### config.mk
export PLATFORM = sky130hd
export DESIGN_NAME = immop_alu
export DESIGN_NICKNAME = d
export VERILOG_FILES = /design/src/rtl/immop_pkg.sv /design/src/rtl/immop_decode.sv /design/src/rtl/immop_extend.sv /design/src/rtl/immop_core.sv /design/src/rtl/immop_alu.sv
export SDC_FILE = /design/constraint.sdc
export NUM_CORES = 1
export LEC_CHECK = 0
export ABC_CLOCK_PERIOD_IN_PS = 2200
export BUFFER_PORTS_ARGS = -buffer_cell sky130_fd_sc_hd__buf_2
export CAP_MARGIN = 0
export CORE_MARGIN = 1.5
export CORE_UTILIZATION = 60
export DETAILED_ROUTE_END_ITERATION = 6
export GPL_ROUTABILITY_DRIVEN = 0
export PLACE_DENSITY = 0.8
export SYNTH_ARGS = -nofsm -noshare
export SYNTH_HDL_FRONTEND = slang
export SYNTH_HIERARCHICAL = 1
export SYNTH_SLANG_ARGS = --single-unit
### constraint.sdc
create_clock -name clk -period 2.2 [get_ports clk]
set_input_delay 0.44 -clock clk [delete_from_list [all_inputs] [get_ports clk]]
set_output_delay 0.44 -clock clk [all_outputs]
set_load 0.01 [all_outputs]
### src/rtl/immop_pkg.sv
package immop_pkg;
    localparam int DATA_W = 32;
    localparam int IMM_W  = 16;
    localparam int OPC_W  = 6;
    localparam int IDX_W  = 5;

    typedef enum logic [OPC_W-1:0] {
        OP_ADD_S  = 6'd8,
        OP_ADD_W  = 6'd9,
        OP_LT_S   = 6'd10,
        OP_LT_U   = 6'd11,
        OP_AND    = 6'd12,
        OP_OR     = 6'd13,
        OP_XOR    = 6'd14,
        OP_UPPER  = 6'd15
    } imm_op_e;

    typedef enum logic [1:0] {
        EXT_SIGN = 2'd0,
        EXT_ZERO = 2'd1,
        EXT_HIGH = 2'd2
    } ext_mode_e;

    typedef struct packed {
        logic [DATA_W-1:0] res;
        logic [IDX_W-1:0]  dst;
        logic              wr;
        logic              undef;
    } stage_t;
endpackage

### src/rtl/immop_decode.sv
module immop_decode
    import immop_pkg::*;
(
    input  logic [OPC_W-1:0] opcode,
    output logic             known,
    output ext_mode_e        ext_mode,
    output imm_op_e          func
);
    always_comb begin
        known    = 1'b1;
        ext_mode = EXT_SIGN;
        func     = OP_ADD_S;
        case (opcode)
            6'd8:  begin func = OP_ADD_S; ext_mode = EXT_SIGN; end
            6'd9:  begin func = OP_ADD_W; ext_mode = EXT_SIGN; end
            6'd10: begin func = OP_LT_S;  ext_mode = EXT_SIGN; end
            6'd11: begin func = OP_LT_U;  ext_mode = EXT_SIGN; end
            6'd12: begin func = OP_AND;   ext_mode = EXT_ZERO; end
            6'd13: begin func = OP_OR;    ext_mode = EXT_ZERO; end
            6'd14: begin func = OP_XOR;   ext_mode = EXT_ZERO; end
            6'd15: begin func = OP_UPPER; ext_mode = EXT_HIGH; end
            default: known = 1'b0;
        endcase
    end
endmodule

### src/rtl/immop_extend.sv
module immop_extend
    import immop_pkg::*;
#(
    parameter int W_IN  = IMM_W,
    parameter int W_OUT = DATA_W
) (
    input  logic [W_IN-1:0]  imm,
    input  ext_mode_e        mode,
    output logic [W_OUT-1:0] wide
);
    localparam int PAD = W_OUT - W_IN;

    always_comb begin
        case (mode)
            EXT_SIGN: wide = {{PAD{imm[W_IN-1]}}, imm};
            EXT_ZERO: wide = {{PAD{1'b0}}, imm};
            EXT_HIGH: wide = W_OUT'(imm) << PAD;
            default:  wide = '0;
        endcase
    end
endmodule

### src/rtl/immop_core.sv
module immop_core
    import immop_pkg::*;
#(
    parameter int W = DATA_W
) (
    input  imm_op_e       func,
    input  logic [W-1:0]  a,
    input  logic [W-1:0]  b,
    output logic [W-1:0]  y
);
    logic lt_signed;
    logic lt_unsigned;

    assign lt_signed   = $signed(a) < $signed(b);
    assign lt_unsigned = a < b;

    always_comb begin
        case (func)
            OP_ADD_S, OP_ADD_W: y = a + b;
            OP_LT_S:            y = {{(W-1){1'b0}}, lt_signed};
            OP_LT_U:            y = {{(W-1){1'b0}}, lt_unsigned};
            OP_AND:             y = a & b;
            OP_OR:              y = a | b;
            OP_XOR:             y = a ^ b;
            OP_UPPER:           y = b;
            default:            y = '0;
        endcase
    end
endmodule

### src/rtl/immop_alu.sv
module immop_alu
    import immop_pkg::*;
(
    input  logic              clk,
    input  logic              rst_n,
    input  logic              op_valid,
    input  logic [OPC_W-1:0]  op_code,
    input  logic [DATA_W-1:0] src_val,
    input  logic [IMM_W-1:0]  imm_field,
    input  logic [IDX_W-1:0]  dst_idx,
    output logic [DATA_W-1:0] res_q,
    output logic [IDX_W-1:0]  dst_q,
    output logic              wr_en_q,
    output logic              undef_q
);
    logic              dec_known;
    ext_mode_e         dec_mode;
    imm_op_e           dec_func;
    logic [DATA_W-1:0] ext_val;
    logic [DATA_W-1:0] core_y;
    stage_t            stage_d;
    stage_t            stage_q;

    immop_decode u_decode (
        .opcode   (op_code),
        .known    (dec_known),
        .ext_mode (dec_mode),
        .func     (dec_func)
    );

    immop_extend #(.W_IN(IMM_W), .W_OUT(DATA_W)) u_extend (
        .imm  (imm_field),
        .mode (dec_mode),
        .wide (ext_val)
    );

    immop_core #(.W(DATA_W)) u_core (
        .func (dec_func),
        .a    (src_val),
        .b    (ext_val),
        .y    (core_y)
    );

    always_comb begin
        stage_d       = stage_q;
        stage_d.wr    = 1'b0;
        stage_d.undef = 1'b0;
        if (op_valid) begin
            if (dec_known) begin
                stage_d.res = core_y;
                stage_d.dst = dst_idx;
                stage_d.wr  = (dst_idx != '0);
            end else begin
                stage_d.undef = 1'b1;
            end
        end
    end

    always_ff @(posedge clk or negedge rst_n) begin
        if (!rst_n) stage_q <= '0;
        else        stage_q <= stage_d;
    end

    assign res_q   = stage_q.res;
    assign dst_q   = stage_q.dst;
    assign wr_en_q = stage_q.wr;
    assign undef_q = stage_q.undef;

    a_r6_no_zero_write: assert property (@(posedge clk) disable iff (!rst_n)
        wr_en_q |-> (dst_q != '0));

    a_r7_undef_blocks_write: assert property (@(posedge clk) disable iff (!rst_n)
        undef_q |-> !wr_en_q);

    a_r7_undef_raised: assert property (@(posedge clk) disable iff (!rst_n)
        (op_valid && (op_code < 6'd8)) |=> (undef_q && $stable(res_q)));

    a_r8_idle_quiet: assert property (@(posedge clk) disable iff (!rst_n)
        !op_valid |=> (!wr_en_q && !undef_q && $stable(res_q)));

    a_r5_upper_low_clear: assert property (@(posedge clk) disable iff (!rst_n)
        (op_valid && op_code == 6'd15) |=> (res_q[15:0] == 16'h0));

    a_r2_flag_only_bit0: assert property (@(posedge clk) disable iff (!rst_n)
        (op_valid && (op_code == 6'd10 || op_code == 6'd11)) |=> (res_q[DATA_W-1:1] == '0));
endmodule

==> results.sh, run 1 <==
export IMPL_root_buffer="clkbuf_8"
export IMPL_clock_sinks=39
export IMPL_error="[ERROR GRT-0116] Global routing finished with congestion. Check the congestion regions in the DRC Viewer."
export IMPL_synth_compound_area_frac=0.2361
export IMPL_hpwl_um=19620
export IMPL_grt_pass1_wl_um=62900
export IMPL_ctsLongestPathBuffers=2
export IMPL_track_usage=0.7493
export IMPL_boundaryPins=101
export IMPL_grt_start_max_net_pins=40
export IMPL_die_width_um=105.5
export IMPL_portBuffers=100
export IMPL_holdBufCountCts=0
export IMPL_syn_avg_cell_area_um2=8.035
export IMPL_async_flop_share=1.000
export IMPL_ys_seq_area_frac=0.1549
export IMPL_syn_cell_area_um2=6300
export IMPL_yosys_area_share_adder=0.1938
export IMPL_cts_buffers_inserted=5
export IMPL_synthXorXnorAreaFrac=0.02363
export IMPL_synth_seq_cells=39
export IMPL_synth_ff_type="dfrtp_1"
export IMPL_cts_max_level=2
export IMPL_synthMuxAreaShare=0.1446
export IMPL_synth_edf_count=0
export IMPL_first_global_vias=10450
export IMPL_synth_top_family_by_area="compound AO/OA/AOI/OAI gates"
export IMPL_stop_stage="global routing"
export IMPL_yosysWarningCount=6
export IMPL_synth_simple_gate_area_frac=0.1420
export IMPL_synth_cell_types=77
export IMPL_status="stopped before the end"
export IMPL_placed_area_um2=8974
export IMPL_overflow=2
export IMPL_die_y_um=105.5
export IMPL_initial_core_util=0.6130
export IMPL_synthCells=784
export IMPL_num_rows=37
## through the flow
stage	cells	setup slack, ns	utilization
4_1_cts	1256	-0.9902	0.9537
3_5_place_dp	1226	-1.534	0.8731
3_3_place_gp	1226	-1.380	0.8731
2_1_floorplan	785	-1.067	-
## logic make-up after synthesis
logic type	count (synthesis)
and+or+nand+nor	187
AOI/OAI and AO/OA	221
adders and majority gates	97
muxes	68
buffers and inverters	153
xor gates and xnor gates	17
DFF	39
other	2
## cell usage after synthesis (all sizes together), types with 4 or more instances
cell,count,area (um2)
a21o,10,90.09
a21oi,79,447.9
a22oi,13,97.59
a31oi,6,52.55
and3,5,31.28
buf,27,178.9
clkbuf,30,113.9
dfrtp,39,975.9
ha,96,1201
inv,96,360.3
mux2,37,488.0
mux2i,22,220.2
mux4,9,202.7
nand2,68,255.2
nand2b,4,32.53
nand3,10,50.05
nand4,10,62.56
nor2,44,167.7
nor2b,18,112.6
nor3,8,40.04
nor4,9,56.30
o21ai,46,230.2
o21bai,6,45.04
o221ai,6,58.80
o22ai,18,118.9
xnor2,8,70.07
xor2,9,78.83
## per-layer routing
layer  global-route usage  overflow
met4               0.7241         1
met1               0.7392         0
met5               0.3381         0
met2               0.9463         1
met3               0.5739         0
## timing repair
item	4_1_cts
buffers inserted	23
pin swaps	63
resized for setup	116
cloned	1
setup endpoints to repair	32
hold endpoints to repair	0
==> run 2, diff against run 1 <==
Settings changed: CORE_UTILIZATION 60 to 40, PLACE_DENSITY 0.8 to not set, PLACE_DENSITY_LB_ADDON set to 0.15.
==> run 2 against run 1 <==
Area after synthesis is the same. The flow now finishes, with violations (setup timing). Synthesized cell count is the same.
==> results.sh, run 2 <==
export IMPL_die_width_um=128.5
export IMPL_grt_start_max_net_pins=40
export IMPL_crit_start="op_code[4]"
export IMPL_finClkSkew_ns=0
export IMPL_syn_avg_cell_area_um2=8.035
export IMPL_synth_top_area_frac=0.1907
export IMPL_num_rows=45
export IMPL_synth_ff_type="dfrtp_1"
export IMPL_synth_compound_area_frac=0.2361
export IMPL_dr_pass1_iters=6
export IMPL_power_density_nw_per_um2=379.7
export IMPL_nFillCells=1245
export IMPL_yosysWarningCount=6
export IMPL_timing_hold_ws_ns=0.2639
export IMPL_violations="setup timing"
export IMPL_diodes=0
export IMPL_cp_end_kind="flip-flop"
export IMPL_fin_crit_ns=3.355
export IMPL_avgViaCountPerCell=5.408
export IMPL_synthCells=784
export IMPL_drc=0
export IMPL_multi_input_area_um2=5572
export IMPL_cts_max_level=2
export IMPL_drv_cap=0
export IMPL_synth_seq_cells=39
export IMPL_final_seq_area_um2=975.9
export IMPL_final_common_cell="buf_4"
export IMPL_max_vdd_ir_drop_mv=0.3154
export IMPL_reg2reg_from="res_q[24]"
export IMPL_ys_seq_area_frac=0.1549
export IMPL_routed_via_count=7284
export IMPL_report_final_slew_viol_count=0
export IMPL_hold_path_class="in2async"
export IMPL_post_place_ws_ns=-1.501
export IMPL_ant_nets=0
export IMPL_synthMuxAreaShare=0.1446
export IMPL_yosys_area_share_adder=0.1938
export IMPL_yosysMostFrequentCell="ha_1"
export IMPL_worstPathMaxFanout=6
export IMPL_layout_nets=1294
export IMPL_totalWireLength_um=23610
export IMPL_area_growth_pct=62.98
export IMPL_largest_reg_flops=32
export IMPL_setup_tns_final_ns=-26.45
export IMPL_syn_cell_area_um2=6300
export IMPL_synth_cell_types=77
export IMPL_drt_iter0_drc=488
export IMPL_max_freq_mhz=298.1
export IMPL_worst_endpoint_required_ns=2.36
export IMPL_status="complete, but fails checks"
export IMPL_overflow=0
export IMPL_core_area_um2=15310
export IMPL_cp_start_kind="input port"
export IMPL_worst_pin_slew_ns=0.8459
export IMPL_portBuffers=100
export IMPL_clk_insertion_delay_late_ns=0.28
export IMPL_synthXorXnorAreaFrac=0.02363
export IMPL_root_buffer="clkbuf_16"
export IMPL_synth_simple_gate_area_frac=0.1420
export IMPL_cts_tree="done"
export IMPL_power_leakage_nw=5.117
export IMPL_die_area_um2=16510
export IMPL_synth_top_area_cell="ha_1"
export IMPL_drive_above_1_share=0.5396
export IMPL_boundaryPins=101
export IMPL_first_global_vias=7169
export IMPL_synth_top_family_by_area="compound AO/OA/AOI/OAI gates"
export IMPL_hpwl_um=18510
export IMPL_grt_antenna_before_repair=0
export IMPL_crit_type="in2reg"
export IMPL_async_flop_share=1.000
export IMPL_track_usage=0.2824
export IMPL_initial_core_util=0.4114
export IMPL_grt_setup_unrepaired="yes"
export IMPL_final_setup_worst_slack_ns=-1.155
export IMPL_yosys_top_cells_area="ha_1, dfrtp_1, inv_1"
export IMPL_final_cell_mix="buf_4, buf_2, inv_1"
export IMPL_cts_buffers_inserted=5
export IMPL_max_slew_margin=0.4360
export IMPL_synthTopCellsByCount="ha_1, inv_1, nand2_1, a21oi_1, o21ai_0"
export IMPL_ctsLongestPathBuffers=2
export IMPL_critPathArrivalTime_ns=3.51
export IMPL_clock_sinks=39
export IMPL_finalHoldViolCount=0
export IMPL_grt_pass1_wl_um=36800
export IMPL_clk_pin_slew_ns=0.06
export IMPL_finalCritPeriodShare=1.525
export IMPL_die_y_um=128.5
export IMPL_setup_violations=30
export IMPL_synth_edf_count=0
export IMPL_post_drt_wl_per_cell_um=17.53
## run 2: cell counts after synthesis
Identical to the previous run, type by type.
## run 2: worst paths after layout
check / cells past startpoint / slack [ns] / endpoint
setup / recovery: 18 / -1.15 / res_q[16]
hold / removal: 1 / 0.26 / wr_en_q
setup reg to reg: 1 / 1.42 / res_q[24]
hold reg to reg: 1 / 0.50 / res_q[4]
max in group asynchronous: 1 / 1.40 / res_q[11]
min in group clk: 2 / 0.41 / dst_q[4]
## run 2: metal layers
layer / wire (um) / up-vias / GRT usage / share of wire
met5: 0 / - / 0 / 0
met4: 568 / 0 / 0.09121 / 0.024
met3: 1785 / 47 / 0.03534 / 0.076
met2: 10660 / 344 / 0.4633 / 0.45
met1: 10600 / 3459 / 0.3862 / 0.45
li1: - / 3434 / - / -
## run 2: metrics by stage
step / util / cell area (um2) / power (mW) / std cells
final: 0.6704 / 10270 / 3.899 / 1347
after global routing: 0.6704 / 10270 / 4.113 / 1347
after CTS: 0.6475 / 9917 / 3.746 / 1336
after detailed placement: 0.5906 / 9045 / 2.713 / 1303
after global placement: 0.5906 / 9045 / 2.664 / 1303
after floorplan: - / 6581 / 1.848 / 785
## run 2: critical path, cell delays in order
cell,delay (ns)
buf_6,0.09
nand4bb_4,0.24
nor2_4,0.19
buf_6,0.14
buf_12,0.13
nor2b_4,0.06
inv_2,0.07
ha_4,0.21
a21o_1,0.21
a21oi_2,0.19
buf_4,0.14
a211oi_2,0.08
or2_1,0.26
a21o_4,0.24
a31oi_4,0.24
mux2i_1,0.22
nand2_1,0.09
mux2_4,0.27
## run 2: where the power goes
part           switching, mW  leakage, nW  internal (mW)
Combinational           1.10         4.50           1.13
Sequential            0.0363        0.526          0.787
Clock                  0.277       0.0868          0.563
## run 2: cell type report
cell class	instances	share of cell area
tap	211	0.02571
clock inverter	2	0.003412
timing repair buffer	400	0.2843
clock buffer	6	0.01353
sequential	39	0.09505
multi-input combinational	593	0.5427
inverter	96	0.03534
## run 2: kinds of logic (layout without fill, tap and decap cells)
group / Yosys count / after routing
adder cells (fa/ha/maj): 97 / 97
other: 2 / 3
XOR/XNOR: 17 / 17
AND/OR/NAND/NOR: 187 / 187
buffers and inverters: 153 / 504
multiplexers: 68 / 68
AO/OA/AOI/OAI: 221 / 221
flip-flops: 39 / 39
## run 2: timing repair
item                       CTS  global route
buffers inserted            25            13
gates cloned                 2             0
hold buffers                 0             0
setup endpoints to repair   31            32
pin swaps                   33            54
gates resized for setup     94            64
(Power assumes the default switching activity.)
